<file path="src/rtl/bg_tile_pkg.sv">
package bg_tile_pkg;
  localparam int ATTR_W = 8;
  localparam int POS_W  = 4;
  localparam int PIX_W  = 4;
  localparam int PAL_W  = 3;
  localparam int ROM_W  = 4 * PIX_W;
  localparam int ADDR_W = 3 + ATTR_W + 2 + POS_W;

  typedef struct packed {
    logic latchLo;
    logic latchHi;
    logic pixStep;
    logic tileStart;
  } strobe_t;
endpackage

</file>
<file path="src/rtl/bg_tile_ctrl.sv">
module bg_tile_ctrl
  import bg_tile_pkg::*;
#(
  parameter int POS_W_P = POS_W
) (
  input  logic               clk,
  input  logic               rst,
  input  logic               phaseM,
  input  logic               phaseH,
  input  logic               pixClkN,
  input  logic [POS_W_P-1:0] hPos,
  output strobe_t            stb
);
  logic prevM, prevNand, prevPix;
  logic nandNow;

  assign nandNow = ~(phaseM & phaseH);

  always_ff @(posedge clk) begin
    if (rst) begin
      prevM    <= 1'b0;
      prevNand <= 1'b1;
      prevPix  <= 1'b1;
    end else begin
      prevM    <= phaseM;
      prevNand <= nandNow;
      prevPix  <= pixClkN;
    end
  end

  always_comb begin
    stb.latchLo   = prevM & ~phaseM;
    stb.latchHi   = ~prevNand & nandNow;
    stb.pixStep   = ~prevPix & pixClkN;
    stb.tileStart = stb.pixStep && (hPos == '0);
  end

  // the NAND strobe cannot fire on two edges in a row
  a_r3_hi_single: assert property (@(posedge clk) disable iff (rst)
    stb.latchHi |=> !stb.latchHi);
  // pixel steps are single-cycle pulses
  a_r5_step_pulse: assert property (@(posedge clk) disable iff (rst)
    stb.pixStep |=> !stb.pixStep);
endmodule

</file>
<file path="src/rtl/bg_tile_datapath.sv">
module bg_tile_datapath
  import bg_tile_pkg::*;
(
  input  logic              clk,
  input  logic              rst,
  input  strobe_t           stb,
  input  logic [ATTR_W-1:0] attrIn,
  input  logic [POS_W-1:0]  vPos,
  input  logic [POS_W-1:0]  hPos,
  input  logic              flip,
  input  logic [ROM_W-1:0]  romData,
  output logic [ADDR_W-1:0] romAddr,
  output logic [PIX_W-1:0]  colour,
  output logic [PAL_W-1:0]  palette,
  output logic              prio
);
  logic [ATTR_W-1:0] loByte, hiByte;
  logic              invQ, curInv, rev;
  logic [1:0]        k;
  logic [PIX_W-1:0]  pick;

  assign romAddr = {hiByte[2:0], loByte, hPos[2:1], vPos};

  always_comb begin
    curInv = stb.tileStart ? hiByte[6] : invQ;
    rev    = flip ^ curInv;
    k      = {hPos[3], hPos[0]} ^ {rev, rev};
    pick   = romData[{k, 2'b00} +: PIX_W];
  end

  always_ff @(posedge clk) begin
    if (rst) begin
      loByte  <= '0;
      hiByte  <= '0;
      invQ    <= 1'b0;
      palette <= '0;
      prio    <= 1'b0;
      colour  <= '0;
    end else begin
      if (stb.latchLo) loByte <= attrIn;
      if (stb.latchHi) hiByte <= attrIn;
      if (stb.tileStart) begin
        palette <= hiByte[5:3];
        prio    <= hiByte[7];
        invQ    <= hiByte[6];
      end
      if (stb.pixStep) colour <= pick;
    end
  end

  // one edge after reset the outputs are cleared
  logic rstQ;
  always_ff @(posedge clk) rstQ <= rst;
  always @(posedge clk)
    if (rstQ) a_r1_reset_clears: assert (colour == '0 && palette == '0 && !prio);


  a_r9_colour_hold: assert property (@(posedge clk) disable iff (rst)
    !stb.pixStep |=> $stable(colour));
  a_r9_pal_hold: assert property (@(posedge clk) disable iff (rst)
    !stb.tileStart |=> $stable(palette) && $stable(prio));

  a_r10_lo_hold: assert property (@(posedge clk) disable iff (rst)
    !stb.latchLo |=> $stable(romAddr[13:6]));
  a_r10_hi_hold: assert property (@(posedge clk) disable iff (rst)
    !stb.latchHi |=> $stable(romAddr[16:14]));
endmodule

</file>
<file path="src/rtl/bg_tile_unit.sv">
module bg_tile_unit
  import bg_tile_pkg::*;
(
  input  logic        clk,
  input  logic        rst,
  input  logic        phaseM,
  input  logic        phaseH,
  input  logic        pixClkN,
  input  logic [7:0]  attrIn,
  input  logic [3:0]  vPos,
  input  logic [3:0]  hPos,
  input  logic        flip,
  input  logic [15:0] romData,
  output logic [16:0] romAddr,
  output logic [3:0]  colour,
  output logic [2:0]  palette,
  output logic        prio
);
  strobe_t stb;

  bg_tile_ctrl #(.POS_W_P(POS_W)) u_ctrl (
    .clk(clk), .rst(rst), .phaseM(phaseM), .phaseH(phaseH),
    .pixClkN(pixClkN), .hPos(hPos), .stb(stb)
  );

  bg_tile_datapath u_dp (
    .clk(clk), .rst(rst), .stb(stb), .attrIn(attrIn), .vPos(vPos),
    .hPos(hPos), .flip(flip), .romData(romData), .romAddr(romAddr),
    .colour(colour), .palette(palette), .prio(prio)
  );
endmodule

</file>
<file path="config.mk">
export PLATFORM = sky130hd
export DESIGN_NAME = bg_tile_unit
export DESIGN_NICKNAME = d
export VERILOG_FILES = /design/src/rtl/bg_tile_pkg.sv /design/src/rtl/bg_tile_ctrl.sv /design/src/rtl/bg_tile_datapath.sv /design/src/rtl/bg_tile_unit.sv
export SDC_FILE = /design/constraint.sdc
export NUM_CORES = 1
export LEC_CHECK = 0
export BUFFER_PORTS_ARGS = -buffer_cell sky130_fd_sc_hd__buf_4
export CAP_MARGIN = 15
export CORE_AREA = 4 4 73 75
export DETAILED_ROUTE_END_ITERATION = 12
export DIE_AREA = 0 0 77 79
export PLACE_DENSITY_LB_ADDON = 0.15
export SKIP_LAST_GASP = 1
export SLEW_MARGIN = 30
export SYNTH_ARGS = -nofsm -noshare
export SYNTH_HDL_FRONTEND = slang
export SYNTH_SLANG_ARGS = --single-unit
</file>
<file path="constraint.sdc">
create_clock -name clk -period 3.55 [get_ports clk]
set_input_delay 0.71 -clock clk [delete_from_list [all_inputs] [get_ports clk]]
set_output_delay 0.71 -clock clk [all_outputs]
set_load 0.1 [all_outputs]
</file>
==> metrics, run 1 <==
later-pin clock latency in the skew report=0.26 ns; synthesized-area fraction occupied by ao, oa, aoi and oai cells=about 18%; ranking of synthesized cells by area=sky130_fd_sc_hd__dfxtp_1 (41%), sky130_fd_sc_hd__nand2_1 (12%), sky130_fd_sc_hd__a21oi_1 (8.1%); area share of xor/xnor cells in the synthesized design=~2.4%; destination of the worst hold path=u_dp.palette[1]; synthesized area per cell=8.49 um2; Layout area overhead=32.1%; area of the mapped netlist=about 0.0014 mm2; Clock Sink Count=28; number of buffers on the longest clock path=2; vias in the first global route=1,265; relative slew slack=62.5%; clock-pin slew of the registers on the worst-case setup and hold paths=~0.09 ns; Worst Hold Launch=u_dp.palette[1]; Pre-antenna DRT Iters=4; combined global-route utilization of all metal layers=11.3%; Power Density=401 mW/mm2; Post-synth EDFFs=0; detail-routed net length per standard cell=13.5 um; cell taking the most area after synthesis=sky130_fd_sc_hd__dfxtp_1; floorplan row count=25; data required time at the worst endpoint=3.69 ns; register bit count reported by yosys=28; Buffers on Ports=54; # setup viols final=0; largest delay contributor family on the critical path=compound AO/OA/AOI/OAI gates; Data arrival, critical path=2.51 ns; clock tree from TritonCTS=done; Min-Delay Path Class=reg -> reg; RSZ-0062 raised after global routing=no; post-route cell area=about 0.0018 mm2; final clock period utilization by the worst path=~67%; Clock Root Buffer=sky130_fd_sc_hd__clkbuf_8; IR Drop Worst-Case VDD=around 200 uV; number of nets produced by synthesis=199; adder-cell share of the synthesized area=0%; core utilization of the finished layout=38.7%; Slowest Stage Delay on Critical Path=around 0.58 ns; effective utilization at floorplan=29.3%; largest family of logic cells by synthesized area=simple AND/OR/NAND/NOR gates; standby leakage power=between 0.7 and 0.8 nW; nature of the critical path startpoint=input port; maximum number of pins on one net before global-route repair=29; HPWL reported at the end of detailed placement=2.81 mm; share of cells above drive strength 1=31.5%; CTS HTree Levels=1; prevailing post-synth register cell=sky130_fd_sc_hd__dfxtp_1; origin of the critical flop-to-flop path=u_dp.invQ; standard cell core area=0.00466 mm2; DRC violation total after the first TritonRoute iteration=22; x dimension of the die=77 um; final critical-path setup slack=1.19 ns; sequential element share of the synthesized area=between 40 and 50%; final routed wirelength across all metal layers=3.47 mm; Final Skew=0.00191 ns; number of instances in the synthesized netlist=161; biggest fanout along the worst timing path=4; via count normalized by instance count=between 4 and 5; fraction of the mapped netlist area in simple logic gates=30.1%; wire length of the first global-routing pass=5.78 mm; sum of negative setup slack=0 ns; worst setup slack for register-to-register paths=between 1.5 and 2 ns; Crit Path Class=in -> reg; antenna violations before repair=0; capturing point of the worst reg2reg path=u_dp.colour[2]; count of vias placed by the detailed router=1,272; hold violation count in the final report=0; net total in the final layout=about 240; die outline area=0.00608 mm2; async set-reset flop share out of synthesis=0%; CP cell instances=buf_4 -> or4_4 -> o21ai_0 -> a31oi_1 -> a2111oi_0 -> o31ai_1; Die Y=79 um; endpoint class of the critical path=flip-flop; Max-Cap Viols=0; Achievable Freq=0.423 GHz; yosys synthesis warning count=0; hold buffer count at cts=0; time the worst path needs with I/O delays and setup=2.36 ns; number of buffer and inverter instances along the worst setup path=1; share of Yosys cell area claimed by the top area cell type=41.0%; most used standard cells in the synthesized netlist=sky130_fd_sc_hd__nand2_1 (42), sky130_fd_sc_hd__dfxtp_1 (28), sky130_fd_sc_hd__a21oi_1 (22), sky130_fd_sc_hd__buf_4 (10), sky130_fd_sc_hd__nor3b_1 (8); number of distinct library cells after synthesis=33; # DRC=0; top-level I/O count=63; Antenna Diode Count=0; count of antenna-violating nets left after detailed routing=0; number of CTS-inserted buffers=3; Critical-path top delay cell=sky130_fd_sc_hd__or4_4; mux cell area share after synthesis=0%; GR Overflow Total=0; hold path depth=2; Setup Slack @ Placement=~0.93 ns; routability congestion estimate=0.713; transition time at the pin with the least slew margin=0.558 ns; outcome=finished, final reports clean; Worst Reg2Reg Path Length in Cells=5; postcts setup bufs=0; Resized Gates After CTS=0; final number of max-transition violations=0; Cell Area, Placed=between 0.0015 and 0.002 mm2; cell with the most instances after synthesis=sky130_fd_sc_hd__nand2_1
area by class of cell:
type | count | area (um2)
clock buffer | 3 | 41.3
tap | 54 | 67.6
inverter | 1 | 3.75
sequential | 28 | 561
timing repair buffer | 54 | 405
multi-input combinational | 116 | 697
fill | 481 | 2860
clock inverter | 1 | 30.0
cells in the final DEF, fill, tap and decap left out, types with 2 or more instances in the layout:
cell type / Yosys / layout
sky130_fd_sc_hd__buf_4: 10 / 54
sky130_fd_sc_hd__a221oi_1: 4 / 4
sky130_fd_sc_hd__a2111oi_0: 4 / 4
sky130_fd_sc_hd__nor2_1: 2 / 2
sky130_fd_sc_hd__o31ai_1: 5 / 5
sky130_fd_sc_hd__clkbuf_8: 0 / 3
sky130_fd_sc_hd__nor2b_1: 4 / 4
sky130_fd_sc_hd__nand3b_1: 4 / 4
sky130_fd_sc_hd__nand2_1: 42 / 42
sky130_fd_sc_hd__a21oi_1: 22 / 22
sky130_fd_sc_hd__dfxtp_1: 28 / 28
sky130_fd_sc_hd__nand2b_1: 3 / 3
sky130_fd_sc_hd__nor3b_1: 8 / 8
tightest hold or removal path, delay by kind of cell (launching register included):
| family | cells | cell delay [ns] |
|---|---|---|
| simple gates | 1 | 0.05 |
| flops | 1 | 0.32 |
| compound gates | 1 | 0.05 |
through the flow:
step,hold slack (ns),std cells,power (mW)
2_1_floorplan,0.432,161,0.460
3_3_place_gp,0.448,253,0.486
3_5_place_dp,0.449,253,0.488
4_1_cts,0.462,257,0.736
5_1_grt,0.484,257,0.760
6_report,0.459,257,0.725
cell families (layout without fill, tap and decap cells):
| family | count (synthesis) | after routing |
|---|---|---|
| AOI/OAI and AO/OA | 40 | 40 |
| xor gates and xnor gates | 2 | 2 |
| DFF | 28 | 28 |
| buffers and inverters | 17 | 59 |
| and+or+nand+nor | 74 | 74 |
state kept, by name, summed over array words and instances (netlist names):
name             cells
u_dp.prio            1
u_dp.loByte          8
u_dp.palette         3
u_ctrl.prevPix       1
u_ctrl.prevNand      1
u_dp.colour          4
u_dp.hiByte          8
u_dp.invQ            1
u_ctrl.prevM         1
power breakdown:
part	total [mW]	switching [mW]	internal, mW
sequential	0.328	0.00497	0.323
combinational	0.152	0.0983	0.0537
clock	0.244	0.0936	0.151
total	0.725	0.197	0.528
how the worst max path moves through the flow:
| stage | startpoint | end | slack (ns) | depth (start not counted) |
|---|---|---|---|---|
| 5_1_grt | hPos[0] | u_dp.colour[3] | 1.16 | 6 |
| 3_3_place_gp | hPos[0] | u_dp.colour[2] | 0.98 | 6 |
| 4_1_cts | hPos[0] | u_dp.colour[2] | 1.21 | 6 |
| 6_report | hPos[0] | u_dp.colour[2] | 1.19 | 6 |
| 2_1_floorplan | hPos[0] | u_dp.colour[0] | 1.31 | 5 |
| 3_5_place_dp | hPos[0] | u_dp.colour[2] | 0.93 | 6 |
per-layer routing:
metal,share of wire (%),track usage [%],wire length (um)
met3,7.5,3.40,261
met1,45,13.5,1550
met5,0,0,0
met2,47,19.9,1650
met4,0.43,3.02,15
Power figures use the tool's default switching activity.
==> run 2: changes to the inputs <==
Settings changed: ABC_AREA set to 1, CORE_AREA 4 4 73 75 to 4 4 74 76, DIE_AREA 0 0 77 79 to 0 0 78 80.
Clock period 3.55 ns to 2.1 ns, I/O delays scaled along.
==> metrics, run 2 <==
number of nets produced by synthesis=228 (was 199); floorplan row count=25 (unchanged); share of cells above drive strength 1=32.8% (was 31.5%); portion of total power attributed to sequential cells=43.3% (was 45.3%); # DRC=0 (unchanged); count of vias placed by the detailed router=1,312 (was 1,272); count of antenna-violating nets left after detailed routing=0 (unchanged); ranking of synthesized cells by area=sky130_fd_sc_hd__dfxtp_1 (40%), sky130_fd_sc_hd__nor2_1 (13%), sky130_fd_sc_hd__nand3_1 (7.5%) (was sky130_fd_sc_hd__dfxtp_1 (41%), sky130_fd_sc_hd__nand2_1 (12%), sky130_fd_sc_hd__a21oi_1 (8.1%)); prevailing post-synth register cell=sky130_fd_sc_hd__dfxtp_1 (unchanged); synthesized area per cell=7.41 um2 (was 8.49 um2); Power Density=687 mW/mm2 (was 401 mW/mm2); data required time at the worst endpoint=2.27 ns (was 3.69 ns); number of CTS-inserted buffers=3 (unchanged); Slowest Stage Delay on Critical Path=0.33 ns (was 0.58 ns); via count normalized by instance count=4.30 (was 4.95); clock-pin slew of the registers on the worst-case setup and hold paths=0.09 ns (about the same); later-pin clock latency in the skew report=0.27 ns (was 0.26 ns); post-route cell area=0.00190 mm2 (was 0.00181 mm2); share of Yosys cell area claimed by the top area cell type=39.8% (was 41.0%); Min-Delay Path Class=in -> reg (was reg -> reg); vias in the first global route=1,302 (was 1,265); antenna violations before repair=0 (unchanged); HPWL reported at the end of detailed placement=2.66 mm (was 2.81 mm); commonest non-fill, non-tap cell in the layout=sky130_fd_sc_hd__buf_4 (unchanged); standby leakage power=0.915 nW (was 0.718 nW); final routed wirelength across all metal layers=3.34 mm (was 3.47 mm); x dimension of the die=78 um (was 77 um); Post-synth EDFFs=0 (unchanged); Cell Area, Placed=0.00183 mm2 (was 0.00173 mm2); number of instances in the synthesized netlist=190 (was 161); top flop regs=u_dp.hiByte: 8 flops, u_dp.loByte: 8 flops, u_dp.colour: 4 flops (unchanged); multi-input logic area=686 um2 (was 697 um2); # setup viols final=0 (unchanged); biggest fanout along the worst timing path=7 (was 4); register bit count reported by yosys=28 (unchanged); endpoint class of the critical path=flip-flop (unchanged); synthesized-area fraction occupied by ao, oa, aoi and oai cells=7.47% (was 18.5%); time the worst path needs with I/O delays and setup=1.49 ns; Die Y=80 um (was 79 um); Reg area=561 um2 (unchanged); area of the mapped netlist=0.00141 mm2 (was 0.00137 mm2); die outline area=0.00624 mm2 (was 0.00608 mm2); maximum number of pins on one net before global-route repair=23 (was 29); standard cell core area=0.00472 mm2 (was 0.00466 mm2); nature of the critical path startpoint=flip-flop (was input port); clock tree from TritonCTS=done (unchanged); area share of xor/xnor cells in the synthesized design=0% (was 2.38%); sequential element share of the synthesized area=39.8% (was 41.0%); fraction of the mapped netlist area in simple logic gates=41.2% (was 30.1%); switching power total=392 uW (was 197 uW); IR Drop Worst-Case VDD=384 uV (was 198 uV); largest family of logic cells by synthesized area=simple AND/OR/NAND/NOR gates (unchanged); Critical-path top delay cell=sky130_fd_sc_hd__dfxtp_1 (was sky130_fd_sc_hd__or4_4); Max-Cap Viols=0 (unchanged); Clock Root Buffer=sky130_fd_sc_hd__clkbuf_8 (unchanged); RSZ-0062 raised after global routing=no (unchanged); most used standard cells in the synthesized netlist=sky130_fd_sc_hd__nor2_1 (49), sky130_fd_sc_hd__dfxtp_1 (28), sky130_fd_sc_hd__nand3_1 (21), sky130_fd_sc_hd__o21ai_0 (20) (was sky130_fd_sc_hd__nand2_1 (42), sky130_fd_sc_hd__dfxtp_1 (28), sky130_fd_sc_hd__a21oi_1 (22), sky130_fd_sc_hd__buf_4 (10), sky130_fd_sc_hd__nor3b_1 (8)); number of buffers on the longest clock path=2 (unchanged); CP cell instances=nor2_4 -> nand3_4 -> nand2_4 -> nand2_2 -> nand2_4 -> nand3_1 -> nand2_2 -> inv_2 -> nand2_1 -> nand3_1 -> nand2_1 -> inv_1 (was buf_4 -> or4_4 -> o21ai_0 -> a31oi_1 -> a2111oi_0 -> o31ai_1); top-level I/O count=63 (unchanged); Final Skew=0.00620 ns (was 0.00191 ns); cell taking the most area after synthesis=sky130_fd_sc_hd__dfxtp_1 (unchanged); cell with the most instances after synthesis=sky130_fd_sc_hd__nor2_1 (was sky130_fd_sc_hd__nand2_1); combined global-route utilization of all metal layers=10.9% (was 11.3%); net total in the final layout=277 (was 242); Layout area overhead=34.8% (was 32.1%); wire length of the first global-routing pass=5.60 mm (was 5.78 mm); Data arrival, critical path=1.67 ns (was 2.51 ns); combinational share of power=24.9% (was 21.0%); hold violation count in the final report=0 (unchanged); transition time at the pin with the least slew margin=0.519 ns (was 0.558 ns); count of filler cells inserted in the layout=528 (was 481); relative slew slack=65.4% (was 62.5%); DRC violation total after the first TritonRoute iteration=30 (was 22); internal power of the cells=912 uW (was 528 uW); Antenna Diode Count=0 (unchanged); Buffers on Ports=54 (unchanged); async set-reset flop share out of synthesis=0% (unchanged); GR Overflow Total=0 (unchanged); mux cell area share after synthesis=0% (unchanged); outcome=finished, final reports clean (unchanged); Resized Gates After CTS=0 (unchanged); postcts setup bufs=0 (unchanged); core utilization of the finished layout=40.2% (was 38.7%); Clock Sink Count=28 (unchanged); yosys synthesis warning count=0 (unchanged); CTS HTree Levels=1 (unchanged); hold buffer count at cts=0 (unchanged); Pre-antenna DRT Iters=4 (unchanged); final number of max-transition violations=0 (unchanged); number of distinct library cells after synthesis=20 (was 33); adder-cell share of the synthesized area=0% (unchanged); Achievable Freq=~0.67 GHz; Clock power frac=31.8% (was 33.7%); commonest cells after routing, fill and taps aside=sky130_fd_sc_hd__buf_4 (56), sky130_fd_sc_hd__nor2_1 (49), sky130_fd_sc_hd__dfxtp_1 (28), sky130_fd_sc_hd__nand3_1 (21), sky130_fd_sc_hd__o21ai_0 (20) (was sky130_fd_sc_hd__buf_4 (54), sky130_fd_sc_hd__nand2_1 (42), sky130_fd_sc_hd__dfxtp_1 (28), sky130_fd_sc_hd__a21oi_1 (22), sky130_fd_sc_hd__nor3b_1 (8)); Crit Path Class=reg -> reg (was in -> reg); sum of negative setup slack=0 ns (unchanged); routability congestion estimate=0.698 (was 0.713); switching power share of the total=30.1% (was 27.2%); detail-routed net length per standard cell=11.0 um (was 13.5 um); effective utilization at floorplan=29.8% (was 29.3%); final clock period utilization by the worst path=between 70% and 80%; total power=1.30 mW (was 725 uW)
[run 2: logic make-up after synthesis]
| group | after synthesis |
|---|---|
| AO/OA/AOI/OAI | 21 |
| buffers and inverters | 32 |
| flip-flops | 28 |
| AND/OR/NAND/NOR | 109 |
[run 2: path summary, 6_finish.rpt]
kind | slack (ns) | cells after the start | to | from
setup / recovery | 0.61 | 12 | u_dp.colour[2] | u_ctrl.prevPix
hold / removal | 0.33 | 3 | u_ctrl.prevPix | pixClkN
setup reg to reg | 0.61 | 12 | u_dp.colour[2] | u_ctrl.prevPix
hold reg to reg | 0.49 | 2 | u_dp.loByte[5] | u_dp.loByte[5]
[run 2: cell type report]
| cell class | count | area share (%) |
|---|---|---|
| multi-input cells | 130 | 36.1 |
| repair buffers | 56 | 22.2 |
| well taps | 67 | 4.42 |
| flip-flops and latches | 28 | 29.6 |
| clock inverters | 1 | 1.58 |
| inverters | 20 | 3.96 |
| clock buffers | 3 | 2.18 |
[run 2: metrics by stage]
| step | instances | hold WS, ns | setup WS (ns) |
|---|---|---|---|
| after floorplan | 190 | 0.461 | 0.589 |
| after global placement | 301 | 0.473 | 0.357 |
| after detailed placement | 301 | 0.479 | 0.341 |
| after CTS | 305 | 0.329 | 0.581 |
| after global routing | 305 | 0.324 | 0.433 |
| final | 305 | 0.332 | 0.607 |
[run 2: critical path, delay by kind of cell, from the launching register on]
| kind | cells | cell delay (ns) |
|---|---|---|
| AND/OR/NAND/NOR | 10 | 0.96 |
| flip-flops | 1 | 0.33 |
| buffers and inverters | 2 | 0.10 |
[run 2: power groups by stage]
stage / Combinational (mW) / Clock [mW] / Sequential, mW
global placement: 0.326 / 0 / 0.577
finish: 0.324 / 0.415 / 0.565
detailed placement: 0.327 / 0 / 0.577
global route: 0.349 / 0.458 / 0.568
floorplan: 0.176 / 0 / 0.666
CTS: 0.328 / 0.431 / 0.565
[run 2: per-layer routing]
layer | share of wire, % | up-vias | global-route usage, %
li1 | - | 696 | -
met2 | 44 | 44 | 18.6
met1 | 44 | 567 | 12.8
met3 | 11 | 5 | 4.06
met4 | 1.3 | 0 | 3.15
met5 | 0 | - | 0
